File: src/rtl/tmr16_pkg.sv
package tmr16_pkg;
   localparam int PRES_W = 3;
   localparam int MODE_W = 3;

   localparam logic [MODE_W-1:0] M_ONESHOT = 3'b000;
   localparam logic [MODE_W-1:0] M_CONT    = 3'b001;
   localparam logic [MODE_W-1:0] M_EVCNT   = 3'b010;
   localparam logic [MODE_W-1:0] M_PWM     = 3'b011;
   localparam logic [MODE_W-1:0] M_CAPCMP  = 3'b100;
   localparam logic [MODE_W-1:0] M_CAPTURE = 3'b101;

   localparam logic [1:0] A_CTRL = 2'd0;
   localparam logic [1:0] A_CNT  = 2'd1;
   localparam logic [1:0] A_CMP  = 2'd2;
   localparam logic [1:0] A_PV   = 2'd3;

   localparam int EN_BIT   = 7;
   localparam int MODE_LSB = 4;
   localparam int PRES_LSB = 1;
   localparam int POL_BIT  = 0;
endpackage

File: src/rtl/tmr16_edge.sv
module tmr16_edge #(
   parameter int SYNC = 2
) (
   input  logic clk,
   input  logic rst_n,
   input  logic tin,
   input  logic fall_sel,
   output logic hit
);
   if (SYNC < 2) begin : g_bad_sync
      $error("tmr16_edge: SYNC must be at least 2");
   end

   logic [SYNC:0] sh;
   logic          cur, prev;

   always_ff @(posedge clk or negedge rst_n) begin
      if (!rst_n) sh <= '0;
      else        sh <= {sh[SYNC-1:0], tin};
   end

   assign cur  = sh[SYNC-1];
   assign prev = sh[SYNC];
   assign hit  = fall_sel ? (prev & ~cur) : (cur & ~prev);


   edge_single_chk: assert property (@(posedge clk) disable iff (!rst_n)
      ($past(hit) && $stable(fall_sel)) |-> !hit);
endmodule

File: src/rtl/tmr16_presc.sv
module tmr16_presc #(
   parameter int PW = 3
) (
   input  logic          clk,
   input  logic          rst_n,
   input  logic          run,
   input  logic [PW-1:0] pres,
   output logic          tick
);
   if (PW < 1 || PW > 4) begin : g_bad_pw
      $error("tmr16_presc: PW must be 1..4");
   end

   localparam int PCW = (1 << PW) - 1;

   logic [PCW-1:0] pc;
   logic [PCW-1:0] mask;

   always_comb begin
      for (int i = 0; i < PCW; i++) mask[i] = (PW'(i) < pres);
   end

   always_ff @(posedge clk or negedge rst_n) begin
      if (!rst_n)   pc <= '0;
      else if (run) pc <= pc + 1'b1;
      else          pc <= '0;
   end

   assign tick = run && ((pc & mask) == mask);


   presc_gap_chk: assert property (@(posedge clk) disable iff (!rst_n)
      ($past(tick) && run && $stable(pres) && pres != '0) |-> !tick);
endmodule

File: src/rtl/tmr16_out.sv
module tmr16_out
   import tmr16_pkg::*;
(
   input  logic              clk,
   input  logic              rst_n,
   input  logic              en,
   input  logic              pol,
   input  logic [MODE_W-1:0] mode,
   input  logic              reload,
   input  logic              pwm_hit,
   output logic              out
);
   always_ff @(posedge clk or negedge rst_n) begin
      if (!rst_n) out <= 1'b0;
      else if (!en) out <= pol;
      else begin
         case (mode)
            M_ONESHOT, M_CONT, M_EVCNT: if (reload) out <= ~out;
            M_PWM: begin
               if (reload)       out <= pol;
               else if (pwm_hit) out <= ~pol;
            end
            default: ;
         endcase
      end
   end


   idle_level_chk: assert property (@(posedge clk) disable iff (!rst_n)
      !$past(en) |-> (out == $past(pol)));
endmodule

File: src/rtl/tmr16_cc.sv
module tmr16_cc
   import tmr16_pkg::*;
#(
   parameter int CW   = 16,
   parameter int SYNC = 2
) (
   input  logic          clk,
   input  logic          rst_n,
   input  logic          wr_en,
   input  logic [1:0]    wr_addr,
   input  logic [CW-1:0] wr_data,
   input  logic          tin,
   output logic          tout,
   output logic          irq,
   output logic [CW-1:0] count_o,
   output logic [CW-1:0] cap_o,
   output logic          en_o
);
   if (CW < 8) begin : g_bad_cw
      $error("tmr16_cc: CW must hold the 8-bit control word");
   end

   localparam logic [CW-1:0] ONE = CW'(1);

   logic              en_q, pol_q, armed_q, irq_q;
   logic [MODE_W-1:0] mode_q;
   logic [PRES_W-1:0] pres_q;
   logic [CW-1:0]     cnt_q, cmp_q, pv_q;

   logic wr_ctrl, wr_cnt, wr_cmp, wr_pv;
   logic is_capcmp, is_cap, is_evcnt, mode_ok;
   logic edge_hit, tick, run, count_step;
   logic cap_hit, arm_hit, at_cmp, reload, pwm_hit;

   assign wr_ctrl = wr_en && (wr_addr == A_CTRL);
   assign wr_cnt  = wr_en && (wr_addr == A_CNT);
   assign wr_cmp  = wr_en && (wr_addr == A_CMP);
   assign wr_pv   = wr_en && (wr_addr == A_PV);

   assign is_capcmp = (mode_q == M_CAPCMP);
   assign is_cap    = (mode_q == M_CAPTURE);
   assign is_evcnt  = (mode_q == M_EVCNT);
   assign mode_ok   = (mode_q <= M_CAPTURE);

   tmr16_edge #(.SYNC(SYNC)) u_edge (
      .clk(clk), .rst_n(rst_n), .tin(tin), .fall_sel(pol_q), .hit(edge_hit)
   );

   assign run = en_q && mode_ok && !is_evcnt && (!is_capcmp || armed_q);

   tmr16_presc #(.PW(PRES_W)) u_presc (
      .clk(clk), .rst_n(rst_n), .run(run), .pres(pres_q), .tick(tick)
   );

   assign count_step = is_evcnt ? (en_q && edge_hit) : tick;
   assign cap_hit    = en_q && edge_hit && (is_cap || (is_capcmp && armed_q));
   assign arm_hit    = en_q && edge_hit && is_capcmp && !armed_q;
   assign at_cmp     = (cnt_q == cmp_q);
   assign reload     = count_step && at_cmp && !cap_hit;
   assign pwm_hit    = count_step && (mode_q == M_PWM) && (cnt_q == pv_q);

   always_ff @(posedge clk or negedge rst_n) begin
      if (!rst_n) begin
         en_q    <= 1'b0;
         mode_q  <= '0;
         pres_q  <= '0;
         pol_q   <= 1'b0;
         cnt_q   <= '0;
         cmp_q   <= '0;
         pv_q    <= '0;
         armed_q <= 1'b0;
         irq_q   <= 1'b0;
      end else begin
         if (wr_ctrl) begin
            en_q   <= wr_data[EN_BIT];
            mode_q <= wr_data[MODE_LSB +: MODE_W];
            pres_q <= wr_data[PRES_LSB +: PRES_W];
            pol_q  <= wr_data[POL_BIT];
         end else if (reload && (mode_q == M_ONESHOT)) begin
            en_q <= 1'b0;
         end

         if (wr_cnt)                   cnt_q <= wr_data;
         else if (cap_hit || reload)   cnt_q <= ONE;
         else if (count_step)          cnt_q <= cnt_q + ONE;

         if (wr_cmp) cmp_q <= wr_data;

         if (wr_pv)        pv_q <= wr_data;
         else if (cap_hit) pv_q <= cnt_q;

         if (!en_q)        armed_q <= 1'b0;
         else if (arm_hit) armed_q <= 1'b1;

         irq_q <= cap_hit || reload;
      end
   end

   tmr16_out u_out (
      .clk(clk), .rst_n(rst_n), .en(en_q), .pol(pol_q), .mode(mode_q),
      .reload(reload), .pwm_hit(pwm_hit), .out(tout)
   );

   assign irq     = irq_q;
   assign count_o = cnt_q;
   assign cap_o   = pv_q;
   assign en_o    = en_q;


   wait_hold_chk: assert property (@(posedge clk) disable iff (!rst_n)
      (is_capcmp && !armed_q && !wr_cnt) |=> $stable(cnt_q));


   reload_one_chk: assert property (@(posedge clk) disable iff (!rst_n)
      (irq_q && !$past(wr_cnt)) |-> (cnt_q == ONE));


   oneshot_stop_chk: assert property (@(posedge clk) disable iff (!rst_n)
      (irq_q && $past(mode_q == M_ONESHOT) && !$past(wr_ctrl)) |-> !en_q);
endmodule

File: config.mk
export PLATFORM = sky130hd
export DESIGN_NAME = tmr16_cc
export DESIGN_NICKNAME = d
export VERILOG_FILES = /design/src/rtl/tmr16_pkg.sv /design/src/rtl/tmr16_edge.sv /design/src/rtl/tmr16_presc.sv /design/src/rtl/tmr16_out.sv /design/src/rtl/tmr16_cc.sv
export SDC_FILE = /design/constraint.sdc
export NUM_CORES = 1
export LEC_CHECK = 0
export BUFFER_PORTS_ARGS = -buffer_cell sky130_fd_sc_hd__buf_2
export CAP_MARGIN = 40
export CORE_UTILIZATION = 58
export CTS_CLUSTER_DIAMETER = 200
export DETAILED_ROUTE_END_ITERATION = 10
export PLACE_DENSITY = 0.81
export SYNTH_ARGS = -nofsm -noshare
export SYNTH_HDL_FRONTEND = slang
export SYNTH_SLANG_ARGS = --single-unit
File: constraint.sdc
create_clock -name clk -period 2.5 [get_ports clk]
set_input_delay 0.5 -clock clk [delete_from_list [all_inputs] [get_ports clk]]
set_output_delay 0.5 -clock clk [all_outputs]
set_load 0.005 [all_outputs]
* After elaboration in Yosys (flattened, before gate mapping)
Index checks and enable logic that the tools add are counted.
Storage, ports and cells: word-level logic and storage cells 93, input bits 22, flip-flop bits (word level) 69, output and inout bits 35
Operators by class: magnitude comparators 8, reduce and logical (&&, ||, !) cells 32, bitwise logic cells 7, $add $sub $neg 2, equal/unequal tests 15, mux-type cells 17
Operators by type and width (number):
- two-way mux 16 bit | 5
- == test 16 bit | 2
- logical AND 1 bit | 18
- adder 16 x 1 -> 16 bit, second input constant | 1
- two-way mux 1 bit | 10
- < comparator 3 bit, first input constant | 3
- adder 7 x 1 -> 7 bit, second input constant | 1
- bitwise AND 7 bit | 1
- == test 7 bit | 1
- two-way mux 7 bit | 1
- == test 3 x 2 -> 1 bit, second input constant | 2
- == test 3 bit, second input constant | 2
- < comparator 1 x 3 -> 1 bit, first input constant | 2
- < comparator 2 x 3 -> 1 bit, first input constant | 2
- == test 2 bit, second input constant | 2
- logical NOT 1 bit | 4
- != test 4 bit, second input constant | 1
- NOT 1 bit | 4
- nonzero test 2 bit | 2
- == test 3 x 1 -> 1 bit, second input constant | 1
- <= comparator 3 bit, second input constant | 1
- logical NOT 3 bit | 1
- logical OR 1 bit | 3
- != test 3 x 1 -> 1 bit, second input constant | 1
- 9 further kinds | 10

* Depth between registers and ports, before layout
depth in word-level cells 12, mapped depth 9, mapped depth without buffers 7

* Cells and area by module
From an unflattened synthesis, not the netlist that was laid out.
Second synthesis, totals: cells, all modules 383, area, all modules 3878.7 um2
Modules (own cells, without submodules):
- tmr16_cc | times used 1, seq. area each 1451.4 um2, area each 3308.2 um2, cells each 326
- tmr16_presc | times used 1, seq. area each 175.2 um2, area each 369.1 um2, cells each 37
- tmr16_out | times used 1, seq. area each 25.0 um2, area each 103.8 um2, cells each 14
- tmr16_edge | times used 1, seq. area each 75.1 um2, area each 97.6 um2, cells each 6

* Least setup slack after synthesis
No wires, ideal clock.
kind reg2reg, from reg cnt_q[5] (netlist: count_o[5]), to reg cnt_q[10] (netlist: count_o[10]), library setup time 0.143 ns, stages on the path, launching flop included 9, period minus slack after synthesis 1.991 ns, data arrival time 1.848 ns, path slack 0.509 ns, buffers on the path 2, data required time 2.357 ns, path through dfrtp_1 buf_6 xnor2_1 nand4_1 nor4_4 and2_4 buf_12 a2bb2oi_2 o311ai_2
On the way: cells in the longest elaborated chain, start to end 6, elaborated cells on any way between the ends 9, those cells by class add/sub: 1; eq/ne: 1; mux: 3; reduce/logical: 4
RTL lines:
- start, declared | RTL line tmr16_cc.sv:28 | logic [CW-1:0] cnt_q, cmp_q, pv_q;
- start signal, assigned | RTL line tmr16_cc.sv:83 | if (wr_cnt) cnt_q <= wr_data;
- start signal, assigned | RTL line tmr16_cc.sv:85 | else if (count_step) cnt_q <= cnt_q + ONE;
- parallel branches: the longest is 6 deep, another holds adder 16 x 1 -> 16 bit
Parallel ways; which one is timed is not known. The select of a mux whose other input is x is not followed. A chain may end at the register's enable or synchronous reset.

* Worst setup path in the final report
from reg pol_q, to reg cnt_q[14] (netlist: count_o[14])
On the way: cells in the longest elaborated chain, start to end 8, elaborated cells on any way between the ends 11, those cells by class mux: 4; reduce/logical: 7
RTL lines:
- start, declared | RTL line tmr16_cc.sv:25 | logic en_q, pol_q, armed_q, irq_q;
- start signal, assigned | RTL line tmr16_cc.sv:78 | pol_q <= wr_data[POL_BIT];
- two-way mux 1 bit (*) | RTL line tmr16_edge.sv:24 | assign hit = fall_sel ? (prev & ~cur) : (cur & ~prev);
- logical AND 1 bit (*) | RTL line tmr16_cc.sv:55, tmr16_cc.sv:56
- two-way mux 1 bit or logical AND 1 bit (tied branches) | RTL line tmr16_cc.sv:55, tmr16_cc.sv:56
- logical AND 1 bit or logical NOT 1 bit (tied branches) | RTL line tmr16_cc.sv:59 | assign reload = count_step && at_cmp && !cap_hit;
- logical AND 1 bit | RTL line tmr16_cc.sv:59
- logical OR 1 bit | RTL line tmr16_cc.sv:84 | else if (cap_hit || reload) cnt_q <= ONE;
- two-way mux 16 bit | RTL line tmr16_cc.sv:84
- two-way mux 16 bit | RTL line tmr16_cc.sv:83
Every way passes the cells marked *; elsewhere a longest branch is shown, timed or not.

==> flow_metrics.tcl <==
set metrics [dict create \
    status "finished, violations left" \
    violated_checks "DRC" \
    crit_required_ns 2.74 \
    synth.yosys.seq_area_share 0.433 \
    grt_first_pass_wirelength_mm 15.9 \
    synthXorXnorAreaFrac 0.0813 \
    globalplace.congestion 0.946 \
    cts-buffers-inserted 9 \
    worstSetupPathType "reg -> reg" \
    hold_class "in -> async" \
    drive_gt1_frac 0.334 \
    slew_viol_final 0 \
    drc 4 \
    mappedNetlistNets 403 \
    layout.cells.non_filler 523 \
    dp_slack_ns 0.0984 \
    syn_inst 379 \
    most_frequently_used_flop_master_after_synthesis "sky130_fd_sc_hd__dfrtp_1" \
    wire_per_inst_um 18.3 \
    cts_repair_resize_count 0 \
    synth_area_in_simple_gates 0.170 \
    floorplan.die.height_um 84.9 \
    yosys.area_share.adder 0.00628 \
    synth_enable_flop_cells 0 \
    fmax_mhz 423 \
    route.antenna.remaining_nets 0 \
    cts.repair_timing.setup_buffer_count 0 \
    cp_max_fo 19 \
    layout-area-overhead-vs-synth_pct 16.0 \
    cp-start-kind "flop" \
    clk_latency_ns 0.34 \
    min_period_over_period 0.946 \
    tightest_pin_transition_ns 0.818 \
    drt_pass1_iterations 8 \
    clock-skew-final_ns 0.00670 \
    ys_warn_count 0 \
    cts_sinks 69 \
    rows 29 \
    dr.first_iter.drc_count 306 \
    grt.overflow.total 0 \
    synth_top_family_by_area "simple AND/OR/NAND/NOR gates" \
    io_buffers 56 \
    die_area_um2 7200 \
    dpl.cell_count 507 \
    cts_hold_buffers 0 \
    fillers 482 \
    timing.final.ws_setup_ns 0.136 \
    ys_types 56 \
    leakage_nw 1.90 \
    via_count_of_the_first_global_routing_pass 3078 \
    power_density_nw_per_um2 900 \
    synth-async-reset-ratio 1.00 \
    total_power_mw 4.16 \
    cts.root.buffer_cell "sky130_fd_sc_hd__clkbuf_8" \
    grt_start_max_net_pins 37 \
    finalNetCount 465 \
    place.detailed.hpwl_mm 6.90 \
    drt-total-wl_mm 9.58 \
    max_cap_viol_count 0 \
    clk_pin_slew_worst_paths_ns 0.08 \
    cts_max_path_buffers 2 \
    synth-compound-area-share 0.158 \
    slew_headroom 0.452 \
    setup_violations 0 \
    setup.worst_path.end_class "flop" \
    rsz0062_at_grt "false" \
    cell_area_after_technology_mapping_um2 3980 \
    synth.mux.area_fraction 0.105 \
    die_w_um 84.9 \
    tritoncts "done" \
    avgViaCountPerCell 6.16 \
    vias 3221 \
    starting_utilization_of_the_core_area 0.613 \
    insertedDiodeCount 0 \
    max-vdd-ir-drop_mv 0.537 \
    arrival_ns 2.60 \
    h_tree_levels 3 \
    antenna_found_initial 0 \
    setup_tns_ns 0 \
    fin_crit_ns 2.36 \
    finalHoldViolations 0 \
    ioPinCount 57 \
    syn_avg_cell_area_um2 10.5 \
    ys_seq_elements 69 \
    globalRouteTotalUtil 0.290 \
    core_region_um2 6490 \
]
## power by group
part | total (mW) | internal [mW] | switching [mW]
clock | 1.11 | 0.688 | 0.426
combinational | 1.43 | 0.690 | 0.744
sequential | 1.61 | 1.34 | 0.275
## registers in the layout (all words and copies together), names as in the netlist
signal,cells
pol_q,1
u_edge.sh,3
en_o,1
pres_q,3
count_o,16
mode_q,3
irq,1
armed_q,1
u_presc.pc,7
cmp_q,16
cap_o,16
u_out.out,1
## final cells by class
| type | count | area, µm² | area share |
|---|---|---|---|
| repair buffers | 78 | 445 | 0.0963 |
| multi-input cells | 277 | 2080 | 0.451 |
| flip-flops and latches | 69 | 1730 | 0.373 |
| well taps | 77 | 96.3 | 0.0208 |
| clock buffers | 10 | 138 | 0.0298 |
| inverters | 6 | 22.5 | 0.00487 |
| clock inverters | 6 | 110 | 0.0238 |
## cells in the final DEF, fill, tap and decap left out, drive strengths merged, types with 2 or more instances in the layout
master,synthesis,final
and3b,2,2
clkbuf,10,10
and3,3,3
xnor2,32,32
xor2,5,5
mux2i,17,17
a21o,2,2
inv,6,6
a211oi,2,2
buf,17,78
a22oi,2,2
nor4,3,3
nor3b,3,3
dfrtp,69,69
o311ai,11,11
ha,2,2
nand3b,2,2
bufinv,0,3
nor2,18,18
nand3,22,22
o21ai,26,26
nand4,14,14
a221oi,2,2
and2,6,6
a21oi,10,10
clkinvlp,0,2
mux2,22,22
nor3,3,3
or2,3,3
nand2b,5,5
a2bb2oi,9,9
nand2,40,40
a31oi,2,2
## layer usage
layer	vias to the layer above	track usage	part of all wire
met5	-	0	0
met4	0	0.143	0.033
met3	26	0.0486	0.043
met2	104	0.439	0.46
met1	1606	0.409	0.47
li1	1485	-	-
## synthesized netlist by cell type (all sizes together) (6+ instances only)
cell | count | area share
o21ai | 26 | 0.034
nand4 | 14 | 0.022
and2 | 6 | 0.010
a2bb2oi | 9 | 0.032
o311ai | 11 | 0.041
nor2 | 18 | 0.019
clkbuf | 10 | 0.0094
mux2 | 22 | 0.062
nand2 | 40 | 0.038
buf | 17 | 0.031
dfrtp | 69 | 0.43
mux2i | 17 | 0.043
nand3 | 22 | 0.028
a21oi | 10 | 0.015
inv | 6 | 0.0057
xnor2 | 32 | 0.070
## per-stage QoR
step	util	area [µm²]	hold slack (ns)
after floorplan	-	3980	0.204
after global placement	0.673	4370	0.345
after detailed placement	0.673	4370	0.349
after CTS	0.711	4620	0.190
after global routing	0.712	4620	0.207
final	0.712	4620	0.185
## critical path, stage by stage, from the launching register on
cell                       delay (ns)
sky130_fd_sc_hd__dfrtp_1         0.43
sky130_fd_sc_hd__and3b_1         0.21
sky130_fd_sc_hd__o21ai_2         0.24
sky130_fd_sc_hd__nor4_4          0.06
sky130_fd_sc_hd__buf_4           0.25
sky130_fd_sc_hd__nand2b_1        0.27
sky130_fd_sc_hd__a21oi_4         0.21
sky130_fd_sc_hd__nand2_1         0.10
sky130_fd_sc_hd__buf_4           0.19
sky130_fd_sc_hd__o311ai_2        0.26
## kinds of logic (layout without fill, tap and decap cells)
logic type,after synthesis,in the layout
simple gates,126,126
buf+inv,33,100
fa+ha+maj,2,2
xor+xnor,37,37
flops,69,69
compound gates,73,73
mux,39,39
## final timing paths
check / start / to / slack, ns / cells past startpoint
min: rst_n / cap_o[8]$_DFFE_PN0P_ / 0.18 / 2
min reg2reg: u_edge.sh[0]$_DFF_PN0_ / u_edge.sh[1]$_DFF_PN0_ / 0.38 / 0
max: pol_q$_DFFE_PN0P_ / count_o[14]$_DFFE_PN0P_ / 0.14 / 9
max reg2reg: pol_q$_DFFE_PN0P_ / count_o[14]$_DFFE_PN0P_ / 0.14 / 9
max in group asynchronous: rst_n / armed_q$_DFFE_PN0P_ / 1.96 / 2
min in group clk: tin / u_edge.sh[0]$_DFF_PN0_ / 0.26 / 1
(Power assumes the default switching activity.)
